==> src/rtl/fc_pkg.sv <==
package fc_pkg;
    typedef enum logic [2:0] {
        ST_IDLE, ST_FETCH, ST_DRAIN, ST_HOST, ST_HSTALL, ST_VEC
    } fc_state_e;

    localparam logic [2:0] SEL_DIM  = 3'd0;
    localparam logic [2:0] SEL_MODE = 3'd1;
    localparam logic [2:0] SEL_BASE = 3'd2;
    localparam logic [2:0] SEL_DST  = 3'd3;
    localparam logic [2:0] SEL_VPAT = 3'd4;

    localparam int MB_XDIR = 0;
    localparam int MB_YDIR = 1;
    localparam int MB_HOST = 2;
    localparam int MB_PAT  = 3;
    localparam int MB_VEC  = 4;
    localparam int MB_PREF = 19;
    localparam int DB_XDIR = 30;
    localparam int DB_YDIR = 31;
    localparam int HGT_LSB = 16;
endpackage

==> src/rtl/fc_walker.sv <==
module fc_walker #(
    parameter int DIM_W  = 8,
    parameter int ADDR_W = 24
) (
    input  logic              clk,
    input  logic              rst_n,
    input  logic              load,
    input  logic [DIM_W-1:0]  ld_w,
    input  logic [DIM_W-1:0]  ld_h,
    input  logic [ADDR_W-1:0] ld_base,
    input  logic              ld_fx,
    input  logic              ld_fy,
    input  logic              step,
    output logic [ADDR_W-1:0] addr,
    output logic              exhausted
);
    localparam int LW = 2 * DIM_W;

    logic [DIM_W-1:0]  w_q, h_q, x_q, y_q, col, row;
    logic [ADDR_W-1:0] base_q;
    logic              fx_q, fy_q, exh_q;
    logic [LW-1:0]     lin;

    always_ff @(posedge clk or negedge rst_n) begin
        if (!rst_n) begin
            w_q <= '0; h_q <= '0; x_q <= '0; y_q <= '0;
            base_q <= '0; fx_q <= 1'b0; fy_q <= 1'b0; exh_q <= 1'b1;
        end else if (load) begin
            w_q <= ld_w; h_q <= ld_h; base_q <= ld_base;
            fx_q <= ld_fx; fy_q <= ld_fy;
            x_q <= '0; y_q <= '0;
            exh_q <= (ld_w == '0) || (ld_h == '0);
        end else if (step && !exh_q) begin
            if (x_q == w_q - 1'b1) begin
                x_q <= '0;
                if (y_q == h_q - 1'b1) exh_q <= 1'b1;
                else                   y_q <= y_q + 1'b1;
            end else begin
                x_q <= x_q + 1'b1;
            end
        end
    end

    always_comb begin
        col  = fx_q ? (w_q - 1'b1 - x_q) : x_q;
        row  = fy_q ? (h_q - 1'b1 - y_q) : y_q;
        lin  = LW'(row) * LW'(w_q) + LW'(col);
        addr = base_q + ADDR_W'(lin);
    end

    assign exhausted = exh_q;
endmodule

==> src/rtl/fc_tally.sv <==
module fc_tally #(
    parameter int DIM_W = 8,
    parameter int CNT_W = 16
) (
    input  logic             clk,
    input  logic             rst_n,
    input  logic             clr,
    input  logic             take,
    input  logic [DIM_W-1:0] chan_w,
    input  logic [DIM_W-1:0] chan_h,
    input  logic [CNT_W-1:0] dst_cnt,
    output logic [CNT_W-1:0] consumed,
    output logic             end_dst,
    output logic             hit_chan,
    output logic             chan_more
);
    localparam int LW = 2 * DIM_W;

    logic [CNT_W-1:0] chan_total, cnt_nx;

    always_ff @(posedge clk or negedge rst_n) begin
        if (!rst_n)    consumed <= '0;
        else if (clr)  consumed <= '0;
        else if (take) consumed <= cnt_nx;
    end

    always_comb begin
        chan_total = CNT_W'(LW'(chan_w) * LW'(chan_h));
        cnt_nx     = consumed + 1'b1;
        end_dst    = take && (cnt_nx == dst_cnt);
        hit_chan   = take && (cnt_nx == chan_total) && (chan_total < dst_cnt);
        chan_more  = chan_total > dst_cnt;
    end
endmodule

==> src/rtl/fc_fetch_chan.sv <==
module fc_fetch_chan
    import fc_pkg::*;
#(
    parameter int DIM_W  = 8,
    parameter int CNT_W  = 16,
    parameter int ADDR_W = 24,
    parameter int DATA_W = 32
) (
    input  logic                clk,
    input  logic                rst_n,
    input  logic                cfg_we,
    input  logic [2:0]          cfg_sel,
    input  logic [31:0]         cfg_wdata,
    input  logic                op_go,
    output logic                mem_req,
    output logic [ADDR_W-1:0]   mem_addr,
    output logic                mem_low_pri,
    input  logic                mem_gnt,
    input  logic                bus_idle,
    input  logic                mem_rvalid,
    input  logic [DATA_W-1:0]   mem_rdata,
    input  logic                host_wvalid,
    input  logic [DATA_W-1:0]   host_wdata,
    output logic                host_wready,
    input  logic                dst_take,
    output logic                pix_src_v,
    output logic                pix_pat_v,
    output logic [DATA_W-1:0]   pix_data,
    output logic [DATA_W/8-1:0] pix_be,
    output logic [1:0]          trav_kind,
    output logic                op_done,
    output logic                flag_under,
    output logic                flag_over
);
    localparam int BE_W = DATA_W / 8;

    typedef struct packed {
        logic [DIM_W-1:0]  w;
        logic [DIM_W-1:0]  h;
        logic [ADDR_W-1:0] base;
        logic              xd, yd, host, pat, vec, pref, dxd, dyd;
        logic [CNT_W-1:0]  dcnt;
        logic [31:0]       vpat;
    } op_t;

    function automatic fc_state_e entry_state(input op_t o);
        if (o.host)     return ST_HOST;
        else if (o.vec) return ST_VEC;
        else            return ST_FETCH;
    endfunction

    fc_state_e state, state_nx;
    op_t stage, pend, act, nxt_op, wk_src;
    logic pend_v, pre_own, busy, tk, op_end, act_now, pend_take, go_q;
    logic pre_load, wk_load, wk_step, wk_exh, host_st, pix_v;
    logic set_u, set_o, clr_f;
    logic [CNT_W-1:0] consumed;
    logic end_dst, hit_chan, chan_more;

    // staging registers
    always_ff @(posedge clk or negedge rst_n) begin
        if (!rst_n) begin
            stage <= '0;
        end else if (cfg_we) begin
            unique case (cfg_sel)
                SEL_DIM: begin
                    stage.w <= cfg_wdata[DIM_W-1:0];
                    stage.h <= cfg_wdata[HGT_LSB +: DIM_W];
                end
                SEL_MODE: begin
                    stage.xd   <= cfg_wdata[MB_XDIR];
                    stage.yd   <= cfg_wdata[MB_YDIR];
                    stage.host <= cfg_wdata[MB_HOST];
                    stage.pat  <= cfg_wdata[MB_PAT];
                    stage.vec  <= cfg_wdata[MB_VEC];
                    stage.pref <= cfg_wdata[MB_PREF];
                end
                SEL_BASE: stage.base <= cfg_wdata[ADDR_W-1:0];
                SEL_DST: begin
                    stage.dcnt <= cfg_wdata[CNT_W-1:0];
                    stage.dxd  <= cfg_wdata[DB_XDIR];
                    stage.dyd  <= cfg_wdata[DB_YDIR];
                end
                SEL_VPAT: stage.vpat <= cfg_wdata;
                default: ;
            endcase
        end
    end

    always_comb begin
        busy      = (state != ST_IDLE);
        tk        = dst_take && busy;
        op_end    = busy && (end_dst || (hit_chan && !act.host && !act.vec));
        act_now   = (!busy && (op_go || pend_v)) || (op_end && pend_v);
        pend_take = act_now && (busy || pend_v);
        go_q      = op_go && (busy || pend_v) && (!pend_v || pend_take);
        nxt_op    = (!busy && !pend_v) ? stage : pend;
        pre_load  = (state == ST_DRAIN) && pend_v && pend.pref && !pend.host
                    && !pend.vec && !pre_own && !op_end;
        wk_load   = pre_load || (act_now && !(busy && pre_own));
        wk_src    = pre_load ? pend : nxt_op;
        host_st   = (state == ST_HOST) || (state == ST_HSTALL);
        set_u     = busy && hit_chan && !act.vec;
        set_o     = busy && end_dst && chan_more && !act.vec;
        clr_f     = (!busy && act_now) || (op_done && busy);
    end

    // queued slot, active copy, prefetch ownership
    always_ff @(posedge clk or negedge rst_n) begin
        if (!rst_n) begin
            pend <= '0; pend_v <= 1'b0; act <= '0; pre_own <= 1'b0;
        end else begin
            if (go_q) begin
                pend <= stage; pend_v <= 1'b1;
            end else if (pend_take) begin
                pend_v <= 1'b0;
            end
            if (act_now) act <= nxt_op;
            if (act_now)       pre_own <= 1'b0;
            else if (pre_load) pre_own <= 1'b1;
        end
    end

    // state register
    always_ff @(posedge clk or negedge rst_n) begin
        if (!rst_n) state <= ST_IDLE;
        else        state <= state_nx;
    end

    // next state
    always_comb begin
        state_nx = state;
        unique case (state)
            ST_IDLE:   if (act_now) state_nx = entry_state(nxt_op);
            ST_FETCH:  if (wk_exh)  state_nx = ST_DRAIN;
            ST_HOST:   if (hit_chan) state_nx = ST_HSTALL;
            ST_DRAIN, ST_HSTALL, ST_VEC: ;
            default:   state_nx = ST_IDLE;
        endcase
        if (op_end) state_nx = pend_v ? entry_state(pend) : ST_IDLE;
    end

    // outputs
    always_comb begin
        mem_req     = ((state == ST_FETCH) && !wk_exh)
                      || ((state == ST_DRAIN) && pre_own && !wk_exh && bus_idle);
        mem_low_pri = (state == ST_DRAIN) && pre_own && mem_req;
        wk_step     = mem_req && mem_gnt;
        host_wready = host_st;
        pix_v       = host_st ? host_wvalid : ((state != ST_VEC) && mem_rvalid);
        pix_data    = host_st ? host_wdata : mem_rdata;
        pix_src_v   = pix_v && !act.pat;
        pix_pat_v   = pix_v && act.pat;
        pix_be      = (state == ST_VEC) ? {BE_W{act.vpat[consumed[4:0]]}} : {BE_W{1'b1}};
        trav_kind   = {act.yd ^ act.dyd, act.xd ^ act.dxd};
    end

    // completion pulse and sticky flags
    always_ff @(posedge clk or negedge rst_n) begin
        if (!rst_n) begin
            op_done <= 1'b0; flag_under <= 1'b0; flag_over <= 1'b0;
        end else begin
            op_done <= op_end;
            if (set_u)      flag_under <= 1'b1;
            else if (clr_f) flag_under <= 1'b0;
            if (set_o)      flag_over <= 1'b1;
            else if (clr_f) flag_over <= 1'b0;
        end
    end

    fc_walker #(.DIM_W(DIM_W), .ADDR_W(ADDR_W)) u_walk (
        .clk(clk), .rst_n(rst_n), .load(wk_load),
        .ld_w(wk_src.w), .ld_h(wk_src.h), .ld_base(wk_src.base),
        .ld_fx(wk_src.xd ^ wk_src.dxd), .ld_fy(wk_src.yd ^ wk_src.dyd),
        .step(wk_step), .addr(mem_addr), .exhausted(wk_exh)
    );

    fc_tally #(.DIM_W(DIM_W), .CNT_W(CNT_W)) u_tally (
        .clk(clk), .rst_n(rst_n), .clr(act_now), .take(tk),
        .chan_w(act.w), .chan_h(act.h), .dst_cnt(act.dcnt),
        .consumed(consumed), .end_dst(end_dst), .hit_chan(hit_chan),
        .chan_more(chan_more)
    );
endmodule

==> config.mk <==
export PLATFORM = sky130hd
export DESIGN_NAME = fc_fetch_chan
export DESIGN_NICKNAME = d
export VERILOG_FILES = /design/src/rtl/fc_pkg.sv /design/src/rtl/fc_walker.sv /design/src/rtl/fc_tally.sv /design/src/rtl/fc_fetch_chan.sv
export SDC_FILE = /design/constraint.sdc
export NUM_CORES = 1
export LEC_CHECK = 0
export BUFFER_PORTS_ARGS = -buffer_cell sky130_fd_sc_hd__buf_2
export CORE_UTILIZATION = 63
export CTS_BUF_LIST = sky130_fd_sc_hd__clkbuf_8
export DETAILED_ROUTE_END_ITERATION = 10
export GPL_TIMING_DRIVEN = 0
export PLACE_DENSITY = 0.83
export SLEW_MARGIN = 20
export SYNTH_ARGS = -nofsm -noshare
export SYNTH_HDL_FRONTEND = slang
export SYNTH_HIERARCHICAL = 1
export SYNTH_SLANG_ARGS = --single-unit
==> constraint.sdc <==
create_clock -name clk -period 11.5 [get_ports clk]
set_clock_uncertainty 0.2 [all_clocks]
set_input_delay 1.15 -clock clk [delete_from_list [all_inputs] [get_ports clk]]
set_output_delay 1.15 -clock clk [all_outputs]
set_load 0.01 [all_outputs]
==> results.sh <==
export IMPL_synth_cell_type_count=94
export IMPL_cts_setup_buffers=0
export IMPL_dpl_hpwl_um=45000
export IMPL_post_route_period_util_pct=93.1
export IMPL_dieArea_mm2=0.0377
export IMPL_slew_viol_final=0
export IMPL_crit_fanout=8
export IMPL_setup_viol_count_final=0
export IMPL_crit_path_max_incr_delay_ps=930
export IMPL_rsz0062_at_grt="no"
export IMPL_grt_use_total_pct=32.3
export IMPL_fmax_ghz=0.0934
export IMPL_antenna_found_initial=1
export IMPL_n_fill_cell=2470
export IMPL_cts_resized=0
export IMPL_crit_path_end_kind="output port"
export IMPL_drt_first_pass_iters=6
export IMPL_crit_type="reg2out"
export IMPL_yosys_top_cells_count="dfrtp_1 (345), nand2_1 (342), mux2_2 (241), inv_1 (168), nor2_1 (132)"
export IMPL_max_slew_worst_pin_slew_ps=1130
export IMPL_drive_above_1_share_pct=23.0
export IMPL_arrival_ps=9350
export IMPL_synth_seq_area_share_pct=37.3
export IMPL_postLayoutCoreUtil_pct=72.1
export IMPL_htree_levels=2
export IMPL_cp_common_cell="inv_1"
export IMPL_yosys_area_top_type_share_pct=37.1
export IMPL_grt_max_degree=104
export IMPL_hold_violations=0
export IMPL_clock_root_buffer="clkbuf_8"
export IMPL_fin_area_mm2=0.0259
export IMPL_grt_pass1_vias=18945
export IMPL_critical_path_top_delay_family="compound AO/OA/AOI/OAI gates"
export IMPL_yosysMostFrequentCell="dfrtp_1"
export IMPL_yosys_warnings=6
export IMPL_clock_latency_ps=630
export IMPL_nNetsFinal=2854
export IMPL_post_route_min_period_ps=10700
export IMPL_crit_slowest_cell="o31ai_1"
export IMPL_routed_via_count=18469
export IMPL_cts_buffers=54
export IMPL_synth_ff_type="dfrtp_1"
export IMPL_tns_ps=0
export IMPL_syn_nets=2618
export IMPL_synth_area_leaders="dfrtp_1 (37%), mux2_2 (12%), fa_1 (7.1%)"
export IMPL_path_clk_slew_ps=60
export IMPL_syn_to_final_growth_pct=11.4
export IMPL_synthCells=2303
export IMPL_crit_buf_inv=8
export IMPL_slew_limit_headroom_pct=23.8
export IMPL_core_area_mm2=0.0359
export IMPL_cts_tree="built"
export IMPL_wirelength_um=59400
export IMPL_ys_ff_latch=346
export IMPL_grt_pass1_wl_um=97200
export IMPL_stdcell_count=3041
export IMPL_portBuffers=177
export IMPL_clockBufferDepth=3
export IMPL_grt_ovfl_total=0
export IMPL_synth_top_area_cell="dfrtp_1"
export IMPL_hold_path_class="reg2reg"
export IMPL_async_flop_share_pct=100
export IMPL_synthesis_area_mm2=0.0232
export IMPL_wl_per_cell_um=19.5
export IMPL_die_h_um=194
export IMPL_status="completed"
export IMPL_placed_area_mm2=0.0248
export IMPL_maxCapViolations=0
export IMPL_row_count=69
export IMPL_io_pins=178
export IMPL_hold_buffers=0
export IMPL_final_antenna_net_count=0
export IMPL_postSynthAreaPerCell_um2=10.1
export IMPL_floorplan_initialDensity_pct=64.7
export IMPL_place_congestion=0.938
export IMPL_drc=0
export IMPL_placed_cells=2944
export IMPL_avgViaCountPerCell=6.07
export IMPL_die_x_um=194
export IMPL_synth_edff_count=0
export IMPL_cts_sinks=346
export IMPL_dr_first_iter_drc_count=1590
export IMPL_required_ps=10150
export IMPL_startpoint_type="flop"
==> cell families (layout without fill, tap and decap cells) <==
logic type	Yosys count	in the layout	share of synthesized area (%)
xor+xnor	118	118	4.93
fa+ha+maj	207	207	13.8
buf+inv	278	554	5.00
mux	300	300	14.8
flops	346	346	37.3
other cells	0	1	0
simple gates	754	754	15.8
compound gates	300	300	8.45
==> flip-flops by register name, summed over array words and instances (netlist names), 3 cells and up <==
signal            count
act                  71
pend                 96
stage                96
state                 3
u_tally/consumed     16
u_walk/base_q        24
u_walk/h_q            8
u_walk/w_q            8
u_walk/x_q            8
u_walk/y_q            8
==> layer usage <==
layer	global-route usage, %	share of wire, %	vias to the layer above
met5	0	0	-
met4	14.0	4.2	0
met3	4.47	7.3	158
met2	54.4	48	815
met1	41.8	41	9105
li1	-	-	8391
==> layout by cell type, fill, tap and decap left out, types with 9 or more instances in the layout <==
cell type and instances:
a21o_1 23, a21oi_1 61, a31oi_1 66, and2_1 55, buf_2 211, buf_4 10, clkbuf_1 56, clkbuf_8 70
dfrtp_1 345, fa_1 83, ha_1 124, inv_1 184, mux2_1 41, mux2_2 241, mux2i_1 11, nand2_1 342
nand2b_1 14, nand3_1 43, nand4_1 28, nand4b_1 10, nor2_1 132, nor2b_1 30, nor3_1 27, nor4_1 9
o21ai_0 53, o21bai_1 10, o31ai_1 10, or3_1 12, xnor2_1 72, xor2_1 37
==> stage by stage <==
step	setup WS (ps)	hold slack, ps
after floorplan	2840	258
after global placement	1830	267
after detailed placement	1630	275
after CTS	934	287
after global routing	119	299
final	797	286
==> final cells by class <==
class,instances,area [um2],area share (%)
inverter,168,631,2.43
clock inverter,26,139,0.536
sequential,346,8660,33.4
antenna,1,2.50,0.00966
buffer,110,532,2.05
tap,461,577,2.23
multi-input combinational,1679,13400,51.8
timing repair buffer,180,978,3.78
clock buffer,70,963,3.72
==> worst paths after layout <==
check                                   start                to  slack [ps]  cells past startpoint
worst max-delay path            u_walk/h_q[0]      mem_addr[18]         800                     32
worst min-delay path                 pend[13]          pend[13]         290                      1
worst max register to register        act[89]     u_walk/y_q[6]        1610                     30
worst min register to register       pend[13]          pend[13]         290                      1
max in group asynchronous               rst_n  u_walk/exhausted        9080                      4
min in group asynchronous               rst_n         stage[26]         310                      1
Power is left out: the tool's default activity adds up to more than one toggle a clock period on the data nets, which glitch-free logic cannot reach.
